[config.mk]
export PLATFORM = sky130hd
export DESIGN_NAME = rxr_ring_engine
export DESIGN_NICKNAME = d
export VERILOG_FILES = /design/src/rtl/rxr_pkg.sv /design/src/rtl/rxr_desc_table.sv /design/src/rtl/rxr_frame_ctl.sv /design/src/rtl/rxr_miss_counter.sv /design/src/rtl/rxr_ring_engine.sv
export SDC_FILE = /design/constraint.sdc
export NUM_CORES = 1
export LEC_CHECK = 0
export BUFFER_PORTS_ARGS = -buffer_cell sky130_fd_sc_hd__buf_4
export CAP_MARGIN = 10
export CORE_UTILIZATION = 25
export CTS_BUF_LIST = sky130_fd_sc_hd__clkbuf_8 sky130_fd_sc_hd__clkbuf_16
export DETAILED_ROUTE_END_ITERATION = 10
export GPL_TIMING_DRIVEN = 0
export SETUP_SLACK_MARGIN = 0.02
export SYNTH_ARGS = -nofsm -noshare
export SYNTH_HDL_FRONTEND = slang
export SYNTH_SLANG_ARGS = --single-unit
[constraint.sdc]
create_clock -name clk -period 6.4 [get_ports clk]
set_input_delay 1.92 -clock clk [delete_from_list [all_inputs] [get_ports clk]]
set_output_delay 1.92 -clock clk [all_outputs]
set_load 0.01 [all_outputs]
[src/rtl/rxr_pkg.sv]
package rxr_pkg;
  localparam int STAT_EMPTY_BIT = 15;
  localparam int STAT_WRAP_BIT  = 13;
  localparam int ERR_W          = 6;

  typedef enum logic [1:0] {
    FS_IDLE = 2'd0,
    FS_FILL = 2'd1,
    FS_DROP = 2'd2
  } fstate_t;

  function automatic logic [15:0] pack_status(input logic empty,
                                              input logic wrap,
                                              input logic [ERR_W-1:0] err);
    logic [15:0] s;
    s = '0;
    s[STAT_EMPTY_BIT] = empty;
    s[STAT_WRAP_BIT]  = wrap;
    s[ERR_W-1:0]      = err;
    return s;
  endfunction
endpackage

[src/rtl/rxr_desc_table.sv]
module rxr_desc_table
  import rxr_pkg::*;
#(
  parameter int NDESC = 4,
  parameter int IDX_W = 2,
  parameter int LEN_W = 16
) (
  input  logic             clk,
  input  logic             rst_n,
  input  logic             host_we,
  input  logic [IDX_W-1:0] host_slot,
  input  logic             host_empty,
  input  logic             host_wrap,
  input  logic             cmp_we,
  input  logic [IDX_W-1:0] cmp_slot,
  input  logic [LEN_W-1:0] cmp_len,
  input  logic [ERR_W-1:0] cmp_err,
  input  logic [IDX_W-1:0] rd_slot,
  output logic [15:0]      rd_status,
  output logic [LEN_W-1:0] rd_len,
  input  logic [IDX_W-1:0] cur_slot,
  output logic             cur_empty,
  output logic             cur_wrap
);
  logic             empty_q [NDESC];
  logic             wrap_q  [NDESC];
  logic [ERR_W-1:0] err_q   [NDESC];
  logic [LEN_W-1:0] len_q   [NDESC];

  for (genvar g = 0; g < NDESC; g++) begin : g_slot
    logic             en;
    logic             empty_n;
    logic             wrap_n;
    logic [ERR_W-1:0] err_n;
    logic [LEN_W-1:0] len_n;

    // engine completion wins over a host write to the same slot
    always_comb begin
      en      = 1'b0;
      empty_n = empty_q[g];
      wrap_n  = wrap_q[g];
      err_n   = err_q[g];
      len_n   = len_q[g];
      if (cmp_we && cmp_slot == IDX_W'(g)) begin
        en      = 1'b1;
        empty_n = 1'b0;
        err_n   = cmp_err;
        len_n   = cmp_len;
      end else if (host_we && host_slot == IDX_W'(g)) begin
        en      = 1'b1;
        empty_n = host_empty;
        wrap_n  = host_wrap;
        err_n   = '0;
        len_n   = '0;
      end
    end

    always_ff @(posedge clk or negedge rst_n) begin
      if (!rst_n) begin
        empty_q[g] <= 1'b0;
        wrap_q[g]  <= 1'b0;
        err_q[g]   <= '0;
        len_q[g]   <= '0;
      end else if (en) begin
        empty_q[g] <= empty_n;
        wrap_q[g]  <= wrap_n;
        err_q[g]   <= err_n;
        len_q[g]   <= len_n;
      end
    end
  end

  always_comb begin
    rd_status = pack_status(empty_q[rd_slot], wrap_q[rd_slot], err_q[rd_slot]);
    rd_len    = len_q[rd_slot];
    cur_empty = empty_q[cur_slot];
    cur_wrap  = wrap_q[cur_slot];
  end
endmodule

[src/rtl/rxr_frame_ctl.sv]
module rxr_frame_ctl
  import rxr_pkg::*;
#(
  parameter int NDESC   = 4,
  parameter int IDX_W   = 2,
  parameter int OFF_W   = 11,
  parameter int LEN_W   = 16,
  parameter int MAX_BUF = 1520,
  parameter int MAX_FRM = 1518
) (
  input  logic             clk,
  input  logic             rst_n,
  input  logic             rx_valid,
  input  logic [7:0]       rx_data,
  input  logic             rx_last,
  input  logic             rx_err,
  input  logic             rx_activate,
  input  logic             cur_empty,
  input  logic             cur_wrap,
  output logic [IDX_W-1:0] cur_slot,
  output logic             mem_we,
  output logic [IDX_W-1:0] mem_slot,
  output logic [OFF_W-1:0] mem_off,
  output logic [7:0]       mem_data,
  output logic             cmp_we,
  output logic [LEN_W-1:0] cmp_len,
  output logic [ERR_W-1:0] cmp_err,
  output logic             drop_done
);
  localparam logic [IDX_W-1:0] LAST_SLOT = IDX_W'(NDESC - 1);
  localparam logic [LEN_W-1:0] BUF_LIM   = LEN_W'(MAX_BUF);
  localparam logic [LEN_W-1:0] FRM_LIM   = LEN_W'(MAX_FRM);

  fstate_t          st_q, st_n;
  logic [IDX_W-1:0] cur_q, cur_n;
  logic [LEN_W-1:0] cnt_q, cnt_n;
  logic             err_q, err_n;
  logic             armed_q, armed_n;
  logic             mem_we_q;
  logic [IDX_W-1:0] mem_slot_q;
  logic [OFF_W-1:0] mem_off_q;
  logic [7:0]       mem_data_q;

  logic [LEN_W-1:0] base_cnt, total;
  logic             base_err, err_all;
  logic             accept, wr, finish;

  always_comb begin
    base_cnt = (st_q == FS_FILL) ? cnt_q : '0;
    base_err = (st_q == FS_FILL) & err_q;
    total    = (&base_cnt) ? base_cnt : base_cnt + 1'b1;
    err_all  = base_err | rx_err;
    accept   = armed_q & cur_empty;
  end

  always_comb begin
    st_n      = st_q;
    cur_n     = cur_q;
    cnt_n     = cnt_q;
    err_n     = err_q;
    wr        = 1'b0;
    finish    = 1'b0;
    drop_done = 1'b0;
    case (st_q)
      FS_IDLE: begin
        if (rx_valid) begin
          if (accept) begin
            wr = 1'b1;
            if (rx_last) begin
              finish = 1'b1;
            end else begin
              st_n  = FS_FILL;
              cnt_n = total;
              err_n = err_all;
            end
          end else if (rx_last) begin
            drop_done = 1'b1;
          end else begin
            st_n = FS_DROP;
          end
        end
      end
      FS_FILL: begin
        if (rx_valid) begin
          wr    = (base_cnt < BUF_LIM);
          cnt_n = total;
          err_n = err_all;
          if (rx_last) begin
            finish = 1'b1;
            st_n   = FS_IDLE;
          end
        end
      end
      FS_DROP: begin
        if (rx_valid && rx_last) begin
          drop_done = 1'b1;
          st_n      = FS_IDLE;
        end
      end
      default: st_n = FS_IDLE;
    endcase
    if (finish) begin
      cur_n = (cur_wrap || cur_q == LAST_SLOT) ? '0 : cur_q + 1'b1;
    end
    // stop polling on a host-owned descriptor; activate re-arms
    armed_n = rx_activate | (armed_q & ~((st_q == FS_IDLE) & ~cur_empty));
  end

  always_ff @(posedge clk or negedge rst_n) begin
    if (!rst_n) begin
      st_q     <= FS_IDLE;
      cur_q    <= '0;
      cnt_q    <= '0;
      err_q    <= 1'b0;
      armed_q  <= 1'b0;
      mem_we_q <= 1'b0;
    end else begin
      st_q     <= st_n;
      cur_q    <= cur_n;
      cnt_q    <= cnt_n;
      err_q    <= err_n;
      armed_q  <= armed_n;
      mem_we_q <= wr;
    end
  end

  always_ff @(posedge clk or negedge rst_n) begin
    if (!rst_n) begin
      mem_slot_q <= '0;
      mem_off_q  <= '0;
      mem_data_q <= '0;
    end else if (wr) begin
      mem_slot_q <= cur_q;
      mem_off_q  <= base_cnt[OFF_W-1:0];
      mem_data_q <= rx_data;
    end
  end

  always_comb begin
    cur_slot = cur_q;
    mem_we   = mem_we_q;
    mem_slot = mem_slot_q;
    mem_off  = mem_off_q;
    mem_data = mem_data_q;
    cmp_we   = finish;
    cmp_len  = (total > BUF_LIM) ? BUF_LIM : total;
    cmp_err  = {{(ERR_W-2){1'b0}}, (total > FRM_LIM), err_all};
  end
endmodule

[src/rtl/rxr_miss_counter.sv]
module rxr_miss_counter #(
  parameter int W = 16
) (
  input  logic         clk,
  input  logic         rst_n,
  input  logic         inc,
  output logic [W-1:0] count
);
  logic [W-1:0] cnt_q, cnt_n;
  logic         en;

  always_comb begin
    en    = inc & ~(&cnt_q);
    cnt_n = cnt_q + 1'b1;
  end

  always_ff @(posedge clk or negedge rst_n) begin
    if (!rst_n)  cnt_q <= '0;
    else if (en) cnt_q <= cnt_n;
  end

  assign count = cnt_q;
endmodule

[src/rtl/rxr_ring_engine.sv]
module rxr_ring_engine
  import rxr_pkg::*;
#(
  parameter int NDESC   = 4,
  parameter int MAX_BUF = 1520,
  parameter int MAX_FRM = 1518,
  parameter int MISS_W  = 16,
  parameter int IDX_W   = (NDESC > 1) ? $clog2(NDESC) : 1,
  parameter int OFF_W   = $clog2(MAX_BUF)
) (
  input  logic              clk,
  input  logic              rst_n,
  input  logic              rx_valid,
  input  logic [7:0]        rx_data,
  input  logic              rx_last,
  input  logic              rx_err,
  input  logic              rx_activate,
  input  logic              host_wr,
  input  logic [IDX_W-1:0]  host_wr_slot,
  input  logic              host_wr_empty,
  input  logic              host_wr_wrap,
  input  logic [IDX_W-1:0]  host_rd_slot,
  output logic [15:0]       host_rd_status,
  output logic [15:0]       host_rd_len,
  output logic              mem_we,
  output logic [IDX_W-1:0]  mem_slot,
  output logic [OFF_W-1:0]  mem_off,
  output logic [7:0]        mem_data,
  output logic [MISS_W-1:0] missed_frames
);
  localparam int LEN_W = 16;

  logic             rst_s1_q, rst_s2_q;
  logic             core_rst_n;
  logic [IDX_W-1:0] cur_slot;
  logic             cur_empty, cur_wrap;
  logic             cmp_we;
  logic [LEN_W-1:0] cmp_len;
  logic [ERR_W-1:0] cmp_err;
  logic             drop_done;

  // asynchronous assertion, synchronous release
  always_ff @(posedge clk or negedge rst_n) begin
    if (!rst_n) begin
      rst_s1_q <= 1'b0;
      rst_s2_q <= 1'b0;
    end else begin
      rst_s1_q <= 1'b1;
      rst_s2_q <= rst_s1_q;
    end
  end
  assign core_rst_n = rst_s2_q;

  rxr_desc_table #(.NDESC(NDESC), .IDX_W(IDX_W), .LEN_W(LEN_W)) u_table (
    .clk       (clk),
    .rst_n     (core_rst_n),
    .host_we   (host_wr),
    .host_slot (host_wr_slot),
    .host_empty(host_wr_empty),
    .host_wrap (host_wr_wrap),
    .cmp_we    (cmp_we),
    .cmp_slot  (cur_slot),
    .cmp_len   (cmp_len),
    .cmp_err   (cmp_err),
    .rd_slot   (host_rd_slot),
    .rd_status (host_rd_status),
    .rd_len    (host_rd_len),
    .cur_slot  (cur_slot),
    .cur_empty (cur_empty),
    .cur_wrap  (cur_wrap)
  );

  rxr_frame_ctl #(
    .NDESC(NDESC), .IDX_W(IDX_W), .OFF_W(OFF_W), .LEN_W(LEN_W),
    .MAX_BUF(MAX_BUF), .MAX_FRM(MAX_FRM)
  ) u_ctl (
    .clk        (clk),
    .rst_n      (core_rst_n),
    .rx_valid   (rx_valid),
    .rx_data    (rx_data),
    .rx_last    (rx_last),
    .rx_err     (rx_err),
    .rx_activate(rx_activate),
    .cur_empty  (cur_empty),
    .cur_wrap   (cur_wrap),
    .cur_slot   (cur_slot),
    .mem_we     (mem_we),
    .mem_slot   (mem_slot),
    .mem_off    (mem_off),
    .mem_data   (mem_data),
    .cmp_we     (cmp_we),
    .cmp_len    (cmp_len),
    .cmp_err    (cmp_err),
    .drop_done  (drop_done)
  );

  rxr_miss_counter #(.W(MISS_W)) u_miss (
    .clk  (clk),
    .rst_n(core_rst_n),
    .inc  (drop_done),
    .count(missed_frames)
  );
endmodule

* Yosys cells after proc, flatten, opt, wreduce, memory -nomap -nowiden
Index checks and enable logic that the tools add are counted.
** Storage, ports and cells
- Output and inout port bits :: 70
- Flip-flop bits (word level) :: 158
- Word-level logic and storage cells :: 181
- Input port bits :: 21
** Operators by class
- Equal/unequal tests :: 14
- Reductions and logical operators :: 30
- Add/sub/neg operators :: 3
- Order comparisons :: 5
- Mux-type cells :: 85
- Bitwise operators :: 16
** Operator list (count)
- $mux 16 :: 17
- $mux 6 :: 10
- $mux 1 :: 38
- $add 16x1->16 const B :: 2
- $bmux 16 s2 :: 1
- $gt 16x11->1 const B :: 2
- $pmux 16 s2 :: 1
- $reduce_and 16->1 :: 2
- $lt 16x11->1 const B :: 1
- $mux 2 :: 8
- $bmux 6 s2 :: 1
- $reduce_and 3->1 :: 4
- $eq 2x2->1 const B :: 5
- $reduce_and 5->1 :: 2
- $reduce_bool 2->1 :: 5
- $logic_and 1x1->1 :: 9
- $bmux 1 s2 :: 4
- $ne 2x2->1 const B :: 4
- $pmux 1 s2 :: 4
- $reduce_and 2->1 :: 4
- $not 1->1 :: 7
- $eq 2x1->1 const B :: 3
- $ge 3x3->1 const B :: 2
- $logic_not 2->1 :: 3
- 7 further kinds :: 14

* Logic depth before layout (Yosys ltp)
- Depth in word-level cells :: 11
- Mapped depth :: 14
- Mapped depth without buffers :: 11

* Cells and area by module
From an unflattened synthesis, not the netlist that was laid out.
** Unflattened totals
- Cell total of the unflattened synthesis :: 666
- Area, all modules :: 7955.1 um^2
** By module, submodules not included
- rxr_desc_table :: area each 4326.6 um^2, sequential area each 2402.3 um^2, cells an instance 272, instances 1
- rxr_frame_ctl :: area each 2706.3 um^2, sequential area each 1101.1 um^2, cells an instance 313, instances 1
- rxr_miss_counter :: area each 868.3 um^2, sequential area each 400.4 um^2, cells an instance 78, instances 1
- rxr_ring_engine :: area each 53.8 um^2, sequential area each 50.0 um^2, cells an instance 3, instances 1

* Least setup slack after synthesis
No wires, ideal clock.
- Path kind :: input-to-output
- Start point :: in host_rd_slot[0]
- End point :: out host_rd_len[0]
- Stages on the path :: 2
- Setup slack :: 1.441 ns
- Arrival :: 3.039 ns
- Required time :: 4.480 ns
- Buffers on the path :: 1
- Path through :: clkbuf_1 -> mux4_2
** On the way
- Word-level cells in the longest chain between the ends :: 4
** RTL lines
- from (decl) :: line rxr_ring_engine.sv:22 : input logic [IDX_W-1:0] host_rd_slot,
- $not 2->3 (implied by the code) :: line rxr_desc_table.sv:75 : rd_len = len_q[rd_slot];
- $bmux 16 s2 :: line rxr_desc_table.sv:75
- $mux 16 (implied by the code) (2 in series) :: line rxr_desc_table.sv:75
- to (decl) :: line rxr_ring_engine.sv:24 : output logic [15:0] host_rd_len,
Every way passes these cells. The select of a mux whose other input is x is not followed.

* Final worst setup path
- Start point :: in host_rd_slot[0]
- End point :: out host_rd_status[1]
** On the way
- Word-level cells in the longest chain between the ends :: 4
** RTL lines
- $not 2->3 (implied by the code) :: line rxr_desc_table.sv:74 : rd_status = pack_status(empty_q[rd_slot], wrap_q[rd_slot], err_q[rd_slot]);
- $bmux 6 s2 :: line rxr_desc_table.sv:74
- $mux 6 (implied by the code) (2 in series) :: line rxr_desc_table.sv:74
- to (decl) :: line rxr_ring_engine.sv:23 : output logic [15:0] host_rd_status,
Every way passes these cells. The select of a mux whose other input is x is not followed.

==> flow_metrics.tcl <==
set metrics [dict create \
    slew_headroom_pct 34.25 \
    ant_nets 0 \
    cts_sinks 142 \
    worstMarginPinSlew_ns 0.9862 \
    die_x_um 168.1 \
    numCtsBuffers 17 \
    dp_slack_ns 0.9546 \
    die_h_um 168.1 \
    yosys.area.top_type "dfrtp_1" \
    drv_slew 0 \
    grt_pass1_vias 5341 \
    via_count 5359 \
    final_cell_mix "dfrtp_1 (141), buf_4 (93), nand2_1 (85)" \
    min_period_over_period_pct 84.36 \
    row_count 60 \
    clock_path_buffers 2 \
    r2r_cells 14 \
    ir_drop_mv 0.1679 \
    cts_setup_buffers 0 \
    wl_per_cell_um 17.08 \
    hp-class "reg -> async" \
    drive_gt1_share_pct 23.61 \
    synth_top_area_share_pct 51.50 \
    synth_warnings 0 \
    slowest_delay_ns 0.71 \
    synth_area_um2 6900 \
    wl_um 18700 \
    r2r_end "u_table.len_q[58]" \
    synth_cell_types 56 \
    grt_max_degree 64 \
    rsz0062_at_grt "no" \
    numPortBuffers 76 \
    start_util_pct 25.53 \
    final_common_cell "dfrtp_1" \
    worstPathRequired_ns 4.48 \
    drc 0 \
    power.density_nw_per_um2 344.4 \
    io_pins 91 \
    grt_pass1_wl_um 29700 \
    tns_ns 0 \
    synthTopCellsByArea "dfrtp_1 (51%), mux4_2 (7.2%), nand2_1 (4.6%), nand3_1 (3.0%), a32o_1 (2.9%)" \
    regToRegStartpoint "u_ctl.st_q[0]" \
    setup_slack_ns 1.001 \
    crit_path_end_kind "output pin" \
    r2r_slack_ns 2.38 \
    place_hpwl_um 13120 \
    drt_iter0_markers 347 \
    synthFlopType "dfrtp_1" \
    vias_per_cell 4.894 \
    n_antenna_cell 0 \
    grt_antenna_before_repair 0 \
    cts_tree "done" \
    fillers 2782 \
    synth-seq-area-share_pct 51.50 \
    worstPathArrival_ns 3.48 \
    status "finished, final reports clean" \
    fin_crit_ns 5.399 \
    clkTransAtPathRegs_ns 0.07 \
    place_congestion 0.8753 \
    grt_usage_pct 13.68 \
    clkLatencyLatePin_ns 0.44 \
    path_max_fanout 10 \
    syn_inst 633 \
    crit_type "in -> out" \
    ctsHtreeMaxLevel 4 \
    synth_area_per_cell_um2 10.90 \
    layout.nets 768 \
    area_growth_pct 25.53 \
    path_cells "clkbuf_1 > mux4_2 > buf_4" \
    skew_ns 0.01343 \
    grt-ovfl-total 0 \
    clockRootBuffer "clkbuf_16" \
    first_pass_iters 4 \
    leakagePower_uw 0.003914 \
    fmax_ghz 0.1852 \
    final-hold-violation-count 0 \
    maxCapViolCount 0 \
    dieArea_um2 28270 \
    crit_path_top_delay_cell "clkbuf_1" \
    coreArea_um2 27030 \
    ys_ff_latch 142 \
    async_reset_ff_share_pct 100.0 \
    cts_resized 0 \
    finalPower_uw 2983 \
    setup_viol 0 \
    cp-start-kind "input pin" \
    cts_hold_buf 0 \
    synth_edf_count 0 \
]
## cell type report
cell class	instances	area, um2	share of cell area, %
tap	341	426.7	4.926
clock inverter	14	225.2	2.600
inverter	8	30.03	0.3467
multi-input combinational	441	3078	35.53
clock buffer	18	439.2	5.070
timing repair buffer	78	625.6	7.222
buffer	53	280.3	3.236
sequential	142	3557	41.07
## sequential cells by signal (all words and copies together), names as in the netlist, 4 cells and up
register / flops
u_table.len_q: 64
u_table.wrap_q: 4
u_table.empty_q: 4
u_table.err_q: 8
u_miss.count: 16
u_ctl.mem_off: 11
u_ctl.cnt_q: 16
u_ctl.mem_data: 8
## cell families (layout without fill, tap and decap cells)
kind of cell / after synthesis / after routing / synth area share (%)
DFF: 142 / 142 / 51.50
adders and majority gates: 6 / 6 / 1.088
muxes: 38 / 38 / 9.683
xor gates and xnor gates: 21 / 21 / 2.665
AOI/OAI and AO/OA: 126 / 126 / 12.29
other: 2 / 13 / 0.1088
buffers and inverters: 61 / 171 / 4.497
and+or+nand+nor: 237 / 237 / 18.17
## stage by stage
step | cells | area (um2) | utilization (%) | hold slack, ns
detailed placement | 1063 | 7998 | 29.59 | 0.2096
global placement | 1061 | 7939 | 29.38 | 0.3316
floorplan | 644 | 6942 | - | 0.3312
finish | 1095 | 8662 | 32.05 | 0.2013
CTS | 1095 | 8662 | 32.05 | 0.2167
global route | 1095 | 8662 | 32.05 | 0.2304
## critical path, delay by kind of cell
family   cells  cell delay (ns)
mux          1             0.67
buf+inv      2             0.88
## cell usage after synthesis, drive strengths merged, types with 2 or more instances
master,number
dfrtp,142
nand2,85
o21ai,49
nand3,44
clkbuf,30
and3,26
a21oi,23
buf,23
mux4,22
nor2,22
a32o,20
xnor2,16
a31oi,15
and2,11
nand4,11
mux2,10
inv,8
nor4,7
ha,6
mux2i,6
and4,5
nand3b,5
nor3,5
xor2,5
nor2b,4
a211oi,3
nor3b,3
o31ai,3
or4,3
conb,2
nand2b,2
nand4b,2
o21a,2
o31a,2
o41ai,2
## worst max-delay path by stage
| stage | startpoint | end | slack [ns] | depth (start not counted) |
|---|---|---|---|---|
| floorplan | host_rd_slot[0] | host_rd_len[0] | 1.44 | 2 |
| global placement | core_rst_n | u_ctl.mem_data[2] | 0.30 | 0 |
| detailed placement | host_rd_slot[0] | host_rd_len[10] | 0.95 | 3 |
| CTS | host_rd_slot[0] | host_rd_len[10] | 0.95 | 3 |
| global route | host_rd_slot[0] | host_rd_len[10] | 0.91 | 3 |
| finish | host_rd_slot[0] | host_rd_status[1] | 1.00 | 3 |
## where the power goes
part	internal, uW	leakage, uW	total [uW]	switching (uW)
clock network	710	0.000325	1130	421
logic	294	0.00167	691	397
registers	1040	0.00192	1160	116
## metal layers
layer	track usage (%)	up-vias	part of all wire (%)
li1	-	2525	-
met1	18.51	2652	46
met2	21.63	160	47
met3	3.150	22	4.7
met4	4.387	0	1.7
met5	0	-	0
Power figures use the tool's default switching activity.
